[src/rtl/mlpwm_pkg.sv]
package mlpwm_pkg;

  typedef enum logic [1:0] {
    CELL_ZERO = 2'd0,
    CELL_POS  = 2'd1,
    CELL_NEG  = 2'd2
  } cell_state_e;

  // {leg_b_upper, leg_a_upper}
  function automatic logic [1:0] leg_upper(cell_state_e s);
    case (s)
      CELL_POS: return 2'b01;
      CELL_NEG: return 2'b10;
      default:  return 2'b11;
    endcase
  endfunction

endpackage

[src/rtl/mlpwm_carrier.sv]
module mlpwm_carrier #(
  parameter int CNT_W = 10
) (
  input  logic             clk_i,
  input  logic             rst_ni,
  input  logic             en_i,
  input  logic             tick_i,
  input  logic [CNT_W-1:0] period_i,
  output logic [CNT_W-1:0] tri_o,
  output logic [CNT_W-1:0] peak_o,
  output logic             trough_o
);

  logic [CNT_W-1:0] tri_q;
  logic             down_q;
  logic [CNT_W:0]   tri_inc;

  assign peak_o  = (period_i == '0) ? CNT_W'(1) : period_i;
  assign tri_inc = {1'b0, tri_q} + {{CNT_W{1'b0}}, 1'b1};

  always_ff @(posedge clk_i or negedge rst_ni) begin
    if (!rst_ni) begin
      tri_q  <= '0;
      down_q <= 1'b0;
    end else if (!en_i) begin
      tri_q  <= '0;
      down_q <= 1'b0;
    end else if (tick_i) begin
      if (!down_q) begin
        if (tri_inc >= {1'b0, peak_o}) begin
          tri_q  <= peak_o;
          down_q <= 1'b1;
        end else begin
          tri_q <= tri_inc[CNT_W-1:0];
        end
      end else begin
        if (tri_q <= CNT_W'(1)) begin
          tri_q  <= '0;
          down_q <= 1'b0;
        end else begin
          tri_q <= tri_q - CNT_W'(1);
        end
      end
    end
  end

  assign tri_o    = tri_q;
  assign trough_o = en_i & tick_i & (tri_q == '0);

endmodule

[src/rtl/mlpwm_level.sv]
module mlpwm_level #(
  parameter int N_CELLS = 2,
  parameter int MOD_W   = 12,
  parameter int CNT_W   = 10,
  parameter int LVL_W   = 3
) (
  input  logic                    clk_i,
  input  logic                    rst_ni,
  input  logic                    en_i,
  input  logic                    trough_i,
  input  logic signed [MOD_W-1:0] mod_i,
  input  logic [CNT_W-1:0]        tri_i,
  input  logic [CNT_W-1:0]        peak_i,
  output logic signed [LVL_W-1:0] level_o
);

  localparam int N_CAR = 2 * N_CELLS;
  localparam int CAR_W = CNT_W + $clog2(N_CELLS + 1) + 1;
  localparam int W     = ((MOD_W > CAR_W) ? MOD_W : CAR_W) + 1;

  logic signed [MOD_W-1:0] mod_q;
  logic signed [LVL_W-1:0] lvl_q, lvl_d;
  logic signed [W-1:0]     mod_w, t_w, p_w;
  logic signed [W-1:0]     car [N_CAR];
  int                      hits;

  assign mod_w = W'(mod_q);
  assign t_w   = W'({1'b0, tri_i});
  assign p_w   = W'({1'b0, peak_i});

  for (genvar k = 0; k < N_CAR; k++) begin : g_car
    localparam logic signed [W-1:0] OFF = W'(k - N_CELLS);
    assign car[k] = t_w + OFF * p_w;
  end

  always_comb begin
    hits = 0;
    for (int k = 0; k < N_CAR; k++) begin
      if (mod_w > car[k]) hits = hits + 1;
    end
    lvl_d = LVL_W'(hits - N_CELLS);
  end

  always_ff @(posedge clk_i or negedge rst_ni) begin
    if (!rst_ni) begin
      mod_q <= '0;
      lvl_q <= '0;
    end else if (!en_i) begin
      mod_q <= '0;
      lvl_q <= '0;
    end else begin
      if (trough_i) mod_q <= mod_i;
      lvl_q <= lvl_d;
    end
  end

  assign level_o = lvl_q;

endmodule

[src/rtl/mlpwm_cell_map.sv]
module mlpwm_cell_map
  import mlpwm_pkg::*;
#(
  parameter int N_CELLS = 2,
  parameter int LVL_W   = 3
) (
  input  logic signed [LVL_W-1:0] level_i,
  output logic [2*N_CELLS-1:0]    leg_up_o
);

  for (genvar c = 0; c < N_CELLS; c++) begin : g_cell
    localparam int C = c;
    cell_state_e st;

    always_comb begin
      if (int'(level_i) > C)       st = CELL_POS;
      else if (int'(level_i) < -C) st = CELL_NEG;
      else                         st = CELL_ZERO;
    end

    assign leg_up_o[2*c +: 2] = leg_upper(st);
  end

endmodule

[src/rtl/mlpwm_leg_dt.sv]
module mlpwm_leg_dt #(
  parameter int DT_W = 4
) (
  input  logic            clk_i,
  input  logic            rst_ni,
  input  logic            en_i,
  input  logic            up_req_i,
  input  logic [DT_W-1:0] dead_i,
  output logic            hi_o,
  output logic            lo_o
);

  logic            armed_q;
  logic            side_q;
  logic [DT_W-1:0] cnt_q;

  always_ff @(posedge clk_i or negedge rst_ni) begin
    if (!rst_ni) begin
      armed_q <= 1'b0;
      side_q  <= 1'b0;
      cnt_q   <= '0;
    end else if (!en_i) begin
      armed_q <= 1'b0;
      side_q  <= 1'b0;
      cnt_q   <= '0;
    end else if (!armed_q || (up_req_i != side_q)) begin
      // commit new side, hold both off for the dead time
      armed_q <= 1'b1;
      side_q  <= up_req_i;
      cnt_q   <= dead_i;
    end else if (cnt_q != '0) begin
      cnt_q <= cnt_q - DT_W'(1);
    end
  end

  assign hi_o = armed_q &  side_q & (cnt_q == '0);
  assign lo_o = armed_q & ~side_q & (cnt_q == '0);

endmodule

[src/rtl/mlpwm_top.sv]
module mlpwm_top #(
  parameter int N_CELLS = 2,
  parameter int MOD_W   = 12,
  parameter int CNT_W   = 10,
  parameter int DT_W    = 4,
  parameter int LVL_W   = $clog2(N_CELLS + 1) + 1,
  parameter int N_GATES = 4 * N_CELLS
) (
  input  logic                    clk_i,
  input  logic                    rst_ni,
  input  logic                    en_i,
  input  logic                    tick_i,
  input  logic signed [MOD_W-1:0] mod_i,
  input  logic [CNT_W-1:0]        period_i,
  input  logic [DT_W-1:0]         dead_i,
  output logic [N_GATES-1:0]      gate_o,
  output logic signed [LVL_W-1:0] level_o
);

  localparam int N_LEGS = 2 * N_CELLS;

  logic [CNT_W-1:0]  tri_w, peak_w;
  logic              trough_w;
  logic [N_LEGS-1:0] leg_up_w;

  mlpwm_carrier #(.CNT_W(CNT_W)) u_carrier (
    .clk_i    (clk_i),
    .rst_ni   (rst_ni),
    .en_i     (en_i),
    .tick_i   (tick_i),
    .period_i (period_i),
    .tri_o    (tri_w),
    .peak_o   (peak_w),
    .trough_o (trough_w)
  );

  mlpwm_level #(
    .N_CELLS (N_CELLS),
    .MOD_W   (MOD_W),
    .CNT_W   (CNT_W),
    .LVL_W   (LVL_W)
  ) u_level (
    .clk_i    (clk_i),
    .rst_ni   (rst_ni),
    .en_i     (en_i),
    .trough_i (trough_w),
    .mod_i    (mod_i),
    .tri_i    (tri_w),
    .peak_i   (peak_w),
    .level_o  (level_o)
  );

  mlpwm_cell_map #(
    .N_CELLS (N_CELLS),
    .LVL_W   (LVL_W)
  ) u_map (
    .level_i  (level_o),
    .leg_up_o (leg_up_w)
  );

  for (genvar j = 0; j < N_LEGS; j++) begin : g_leg
    mlpwm_leg_dt #(.DT_W(DT_W)) u_leg (
      .clk_i    (clk_i),
      .rst_ni   (rst_ni),
      .en_i     (en_i),
      .up_req_i (leg_up_w[j]),
      .dead_i   (dead_i),
      .hi_o     (gate_o[2*j]),
      .lo_o     (gate_o[2*j+1])
    );
  end

endmodule

[config.mk]
export PLATFORM = sky130hd
export DESIGN_NAME = mlpwm_top
export DESIGN_NICKNAME = d
export VERILOG_FILES = /design/src/rtl/mlpwm_pkg.sv /design/src/rtl/mlpwm_carrier.sv /design/src/rtl/mlpwm_level.sv /design/src/rtl/mlpwm_cell_map.sv /design/src/rtl/mlpwm_leg_dt.sv /design/src/rtl/mlpwm_top.sv
export SDC_FILE = /design/constraint.sdc
export NUM_CORES = 1
export LEC_CHECK = 0
export BUFFER_PORTS_ARGS = -buffer_cell sky130_fd_sc_hd__buf_2
export CAP_MARGIN = 10
export CORE_MARGIN = 2
export CORE_UTILIZATION = 40
export CTS_CLUSTER_DIAMETER = 100
export DETAILED_ROUTE_END_ITERATION = 6
export GPL_TIMING_DRIVEN = 0
export SLEW_MARGIN = 20
export SYNTH_ARGS = -nofsm -noshare
export SYNTH_HDL_FRONTEND = slang
export SYNTH_SLANG_ARGS = --single-unit
[constraint.sdc]
create_clock -name clk_i -period 5.6 [get_ports clk_i]
set_input_delay 0.56 -clock clk_i [delete_from_list [all_inputs] [get_ports clk_i]]
set_output_delay 0.56 -clock clk_i [all_outputs]
set_load 0.02 [all_outputs]
======== Word level (Yosys, flattened, before mapping) ========
Index checks and enable logic that the tools add are counted.
cells by class
  reduce and logical (&&, ||, !) cells .... 18
  mux-type cells .......................... 52
  equality and inequality tests ........... 18
  $lt $le $gt $ge ......................... 10
  add/subtract/negate cells ............... 15
  bitwise logic cells ..................... 22
operators by type and width
  kind                   count
  $mux 10                6
  $mux 4                 12
  $add 11x14->14         2
  $gt 12x14->1           2
  $mux 12                2
  $mux 1                 22
  $logic_not 10->1       2
  $and 1x1->1            18
  $logic_not 4->1        4
  $reduce_bool 4->1      4
  $sub 4x1->4 const B    4
  $neg 10->14            1
  $neg 10->13            1
  $gt 12x11->1           1
  $gt 12x12->1           1
  $ne 2x1->1 const B     6
  $ne 3x1->1 const B     4
  $add 10x1->11 const B  1
  $add 10x10->11         1
  $ge 11x10->1           1
  $le 10x1->1 const B    1
  $mux 2                 5
  $sub 10x1->10 const B  1
  $mux 3                 3
  other kinds (14)       30
storage, ports and cells
  register bits ........................... 50
  logic and storage cells ................. 151
  output and inout port bits .............. 11

======== Longest topological paths before layout ========
  word-level depth ........................ 14
  gate-level depth with buffers ........... 29
  mapped depth without buffers ............ 29

======== Cells and area by module ========
A second synthesis with hierarchy kept.
unflattened totals
  cells, all modules ...................... 718
  area total of the unflattened synthesis .. 6087.1 µm²
modules (own cells, without submodules)
  module          times used  area an instance (µm²)  cells an instance
  mlpwm_level     1           3250.6                  397
  mlpwm_leg_dt    4           357.8                   35
  mlpwm_carrier   1           1377.6                  177
  mlpwm_cell_map  1           27.5                    4

======== Worst setup path before layout ========
Ideal clock, no wire load.
  path type ............................... in2reg
  start point ............................. in period_i[7]
  end point ............................... reg u_level.lvl_q[2], in the netlist u_level.level_o[2]
  library setup time ...................... 0.134 ns
  data arrival time ....................... 5.440 ns
  buffers on the path ..................... 0
  cell stages on the path ................. 28
  data required time ...................... 5.466 ns
  path slack .............................. 0.026 ns
  cell sequence ........................... nor4_1 a31oi_1 inv_1 ha_1 inv_1 fa_1 a21o_1 a21oi_1 o21ai_0 a21oi_1 o21ai_0 a21oi_1 o21bai_1 ha_1 nand4_1 nor2_1 a21oi_1 a21oi_1 nor4b_1 or3b_2 ha_1 mux2_4 inv_2 ha_1 xnor2_1 nor2_1 a2111oi_0 nor3_1
between the ends
  longest elaborated chain between the ends .. 14
  elaborated cells between the ends (all ways) .. 19
  classes of those cells .................. 9 x add/sub; 3 x order compare; 6 x mux; 1 x reduce/logical
RTL lines
  what                               RTL line             text
  from (decl)                        mlpwm_top.sv:14      input logic [CNT_W-1:0] period_i,
  $logic_not 10->1                   mlpwm_carrier.sv:18  assign peak_o = (period_i == '0) ? CNT_W'(1) : period_i;
  $mux 10 *                          mlpwm_carrier.sv:18
  $neg 10->13 (not written as such)  mlpwm_level.sv:33    assign car[k] = t_w + OFF * p_w;
  $add 11x14->14                     mlpwm_level.sv:33
  $gt 12x14->1                       mlpwm_level.sv:39    if (mod_w > car[k]) hits = hits + 1;
  $mux 1                             mlpwm_level.sv:39
  $add 1x1->2                        mlpwm_level.sv:39
  $mux 2                             mlpwm_level.sv:39
  $add 2x1->3                        mlpwm_level.sv:39
  $mux 3                             mlpwm_level.sv:39
  $add 3x2->3                        mlpwm_level.sv:39
  $mux 3 *                           mlpwm_level.sv:39
  $sub 3x3->3 *                      mlpwm_level.sv:41    lvl_d = LVL_W'(hits - N_CELLS);
  $mux 3 *                           mlpwm_level.sv:48    end else if (!en_i) begin
  to (signal assigned)               mlpwm_level.sv:53    lvl_q <= lvl_d;
  to (decl)                          mlpwm_level.sv:22    logic signed [LVL_W-1:0] lvl_q, lvl_d;
Mark *: on every way between the ends. The rest lies on a longest branch, timed or not.
A chain may end at the register's enable or synchronous reset.

======== Final worst setup path ========
Same ends and word-level chain as after synthesis.

==> impl_results.md <==
- Status: completed
- Post-synth EDFFs: 0
- # IOs: 41
- Fin util: 46.8%
- P_leak: 3.24 nW
- Layout cell share with drive strength beyond 1: 15.3%
- # clock sinks: 50
- Chip height: 124 microns
- Routability cong.: 0.875
- CTS root buffer: clkbuf_16
- Num CTS Buffers: 5
- Min-delay worst type: input port to async pin
- Ys Warns: 0
- Syn Area/Cell: 8.25 sq um
- Chip Width: 124 microns
- Slew @ Worst Pin: 0.777 ns
- Final hold violations: 0
- Number of max-cap violations: 0
- Clk slew on worst S/H paths: 0.08 ns
- Endpoints failing setup: 0
- Max incr delay on CP: 0.42 ns
- Area share of the largest cell type after synthesis: 22.0%
- CTS max path bufs: 2
- First-pass GRT wire length: 25.4 mm
- Via count: 5174
- Cell taking the most area after synthesis: ha_1
- Synth Instances: 703
- Port buffer count: 40
- GRT overflow: 0
- CP endpoint kind: flip-flop
- FP Rows: 44
- Crit-path max FO: 4
- Multi-input logic area: 4340 sq um
- Htree depth: 2
- Async set or reset register ratio after synthesis: 100%
- Drc violations: 0
- Pre-antenna DRT Iters: 5
- Clk Latency, worst-skew pair: 0.31 ns
- Filler cells: 1402
- Slowest-stage cell, CP: or3b_4
- Tot GR Track Use: 20.1%
- Achievable clock frequency: 183 MHz
- Vias/cell: 5.44
- Seq/Total Area, Yosys: 21.6%
- CP arrival: 5.65 ns
- Netlist cell types: 57
- Syn nets: 838
- Synth-to-Final Area Change: 16.0%
- Largest net degree at the start of global routing: 51
- RSZ-0062 raised after global routing: yes
- CP required: 5.78 ns
- Setup Skew: 0.00988 ns
- Most used cell, CP: a21oi_2
- Synthesized flop and latch total: 50
- Post-DP HPWL: 12.5 mm
- Drt first-iter violations: 251
- Most frequent cells in the layout: ha_1, nor2_1, dfrtp_1
- Register area: 1250 sq um
- Ant. Diodes: 0
- Peak supply drop: 157 uV
- Slew Viols, Final: 0
- DR WL/cell: 16.6 microns
- Fin nets: 901
- CTS tree: yes
- Power Dens Cells: 226 nW/um^2
- Cell area after synthesis: 5800 sq um
- Starting Density: 40.4%
- Die area: 15500 sq um
- Core area: 14400 sq um
- Final ANT Viol Nets: 0
- Number of global-route vias before repair: 5281
- DRT Wirelength: 15.8 mm
- Top_reg_cell synth: dfrtp_1
- Startpoint class of the critical path: input port
- Initial antenna violation count: 0
- WHS: 0.274 ns
- Final worst path period share: 97.6%
- Synth area leaders: ha_1, dfrtp_1, xnor2_1
- Worst rel slew slack: 47.8%
- Crit path kind: input port to flip-flop
- Most common cell after layout, fill and taps aside: ha_1
- Final Critical Period: 5.47 ns
-- synth_stat cells (all sizes together) (10+ instances only) --
master	instances
a21o	10
a21oi	52
buf	13
ha	102
nor2b	12
nand4	10
nor2	70
nand2	43
o21ai	34
inv	53
nor3	17
dfrtp	50
mux2i	30
xnor2	43
clkbuf	25
nand3	20
-- critical path, delay by kind of cell --
kind	cells	cell delay (ns)
and+or+nand+nor	7	1.30
muxes	1	0.29
buffers and inverters	4	0.34
AOI/OAI and AO/OA	11	1.81
xor gates and xnor gates	1	0.17
adders and majority gates	5	1.16
-- cells by family (layout without fill, tap and decap cells) --
| logic type | count (synthesis) | after routing | synth area share, % |
|---|---|---|---|
| compound gates | 147 | 147 | 15.9 |
| fa+ha+maj | 105 | 105 | 23.0 |
| buf+inv | 92 | 156 | 6.73 |
| flops | 50 | 50 | 21.6 |
| simple gates | 224 | 224 | 19.1 |
| xor+xnor | 52 | 52 | 7.85 |
| mux | 33 | 33 | 5.83 |
-- layer usage --
metal  track usage (%)  vias up  wire, microns
met2              35.5      110           7780
met1              25.2     2459           6860
li1                  -     2584              -
met4              5.49        0            284
met3              3.48       21            825
met5                 0        -              0
-- final timing paths --
| path | start | to | slack [ns] | depth (start not counted) |
|---|---|---|---|---|
| setup / recovery | period_i[7] | u_level.level_o[2] | 0.13 | 29 |
| hold / removal | rst_ni | g_leg[2].u_leg.cnt_q[3] | 0.27 | 1 |
| setup reg to reg | u_carrier.tri_o[0] | u_level.level_o[2] | 0.27 | 26 |
| hold reg to reg | u_level.level_o[2] | g_leg[0].u_leg.side_q | 0.52 | 1 |
| max in group asynchronous | rst_ni | u_level.mod_q[7] | 4.88 | 1 |
| min in group clk_i | mod_i[0] | u_level.mod_q[0] | 0.50 | 3 |
-- flip-flops by register name, indices dropped and copies added, names as in the netlist --
signal,cells
g_leg.u_leg.side_q,4
u_level.mod_q,12
g_leg.u_leg.armed_q,4
u_level.level_o,3
u_carrier.down_q,1
u_carrier.tri_o,10
g_leg.u_leg.cnt_q,16
-- timing repair --
item / in CTS / in global routing
pin swaps: 10 / 22
resized for setup: 19 / 35
setup buffers: 6 / 10
hold buffers: 0 / 0
endpoints found under the hold margin: 0 / 0
setup endpoints to repair: 3 / 1
-- report_power, final --
group          internal, W  total, W  switching, W  leakage, nW
sequential        0.000407  0.000462     0.0000547        0.655
combinational     0.000341  0.000727      0.000386         2.51
clock             0.000172  0.000331      0.000159       0.0763
total             0.000920   0.00152      0.000600         3.24
-- cell type report --
cell class                      count  share of cell area (%)
Buffer                             38                    2.79
Clock buffer                        5                    1.86
Clock inverter                      3                   0.428
Inverter                           54                    3.05
Multi-Input combinational cell    561                    64.5
Sequential cell                    50                    18.6
Tap cell                          184                    3.42
Timing Repair Buffer               56                    5.38
-- per-stage QoR --
stage	power [W]	cell area [sq um]	cells	TNS (ns)	worst slack, ns
after floorplan	0.000956	5800	703	0	0.0256
after global placement	0.00109	6230	927	-2.39	-1.17
after detailed placement	0.00112	6230	927	-2.58	-1.25
after CTS	0.00147	6510	941	0	0.00523
after global routing	0.00164	6730	951	-0.0407	-0.0407
final	0.00152	6730	951	0	0.135
No activity file was read; power rests on OpenSTA's default activity.
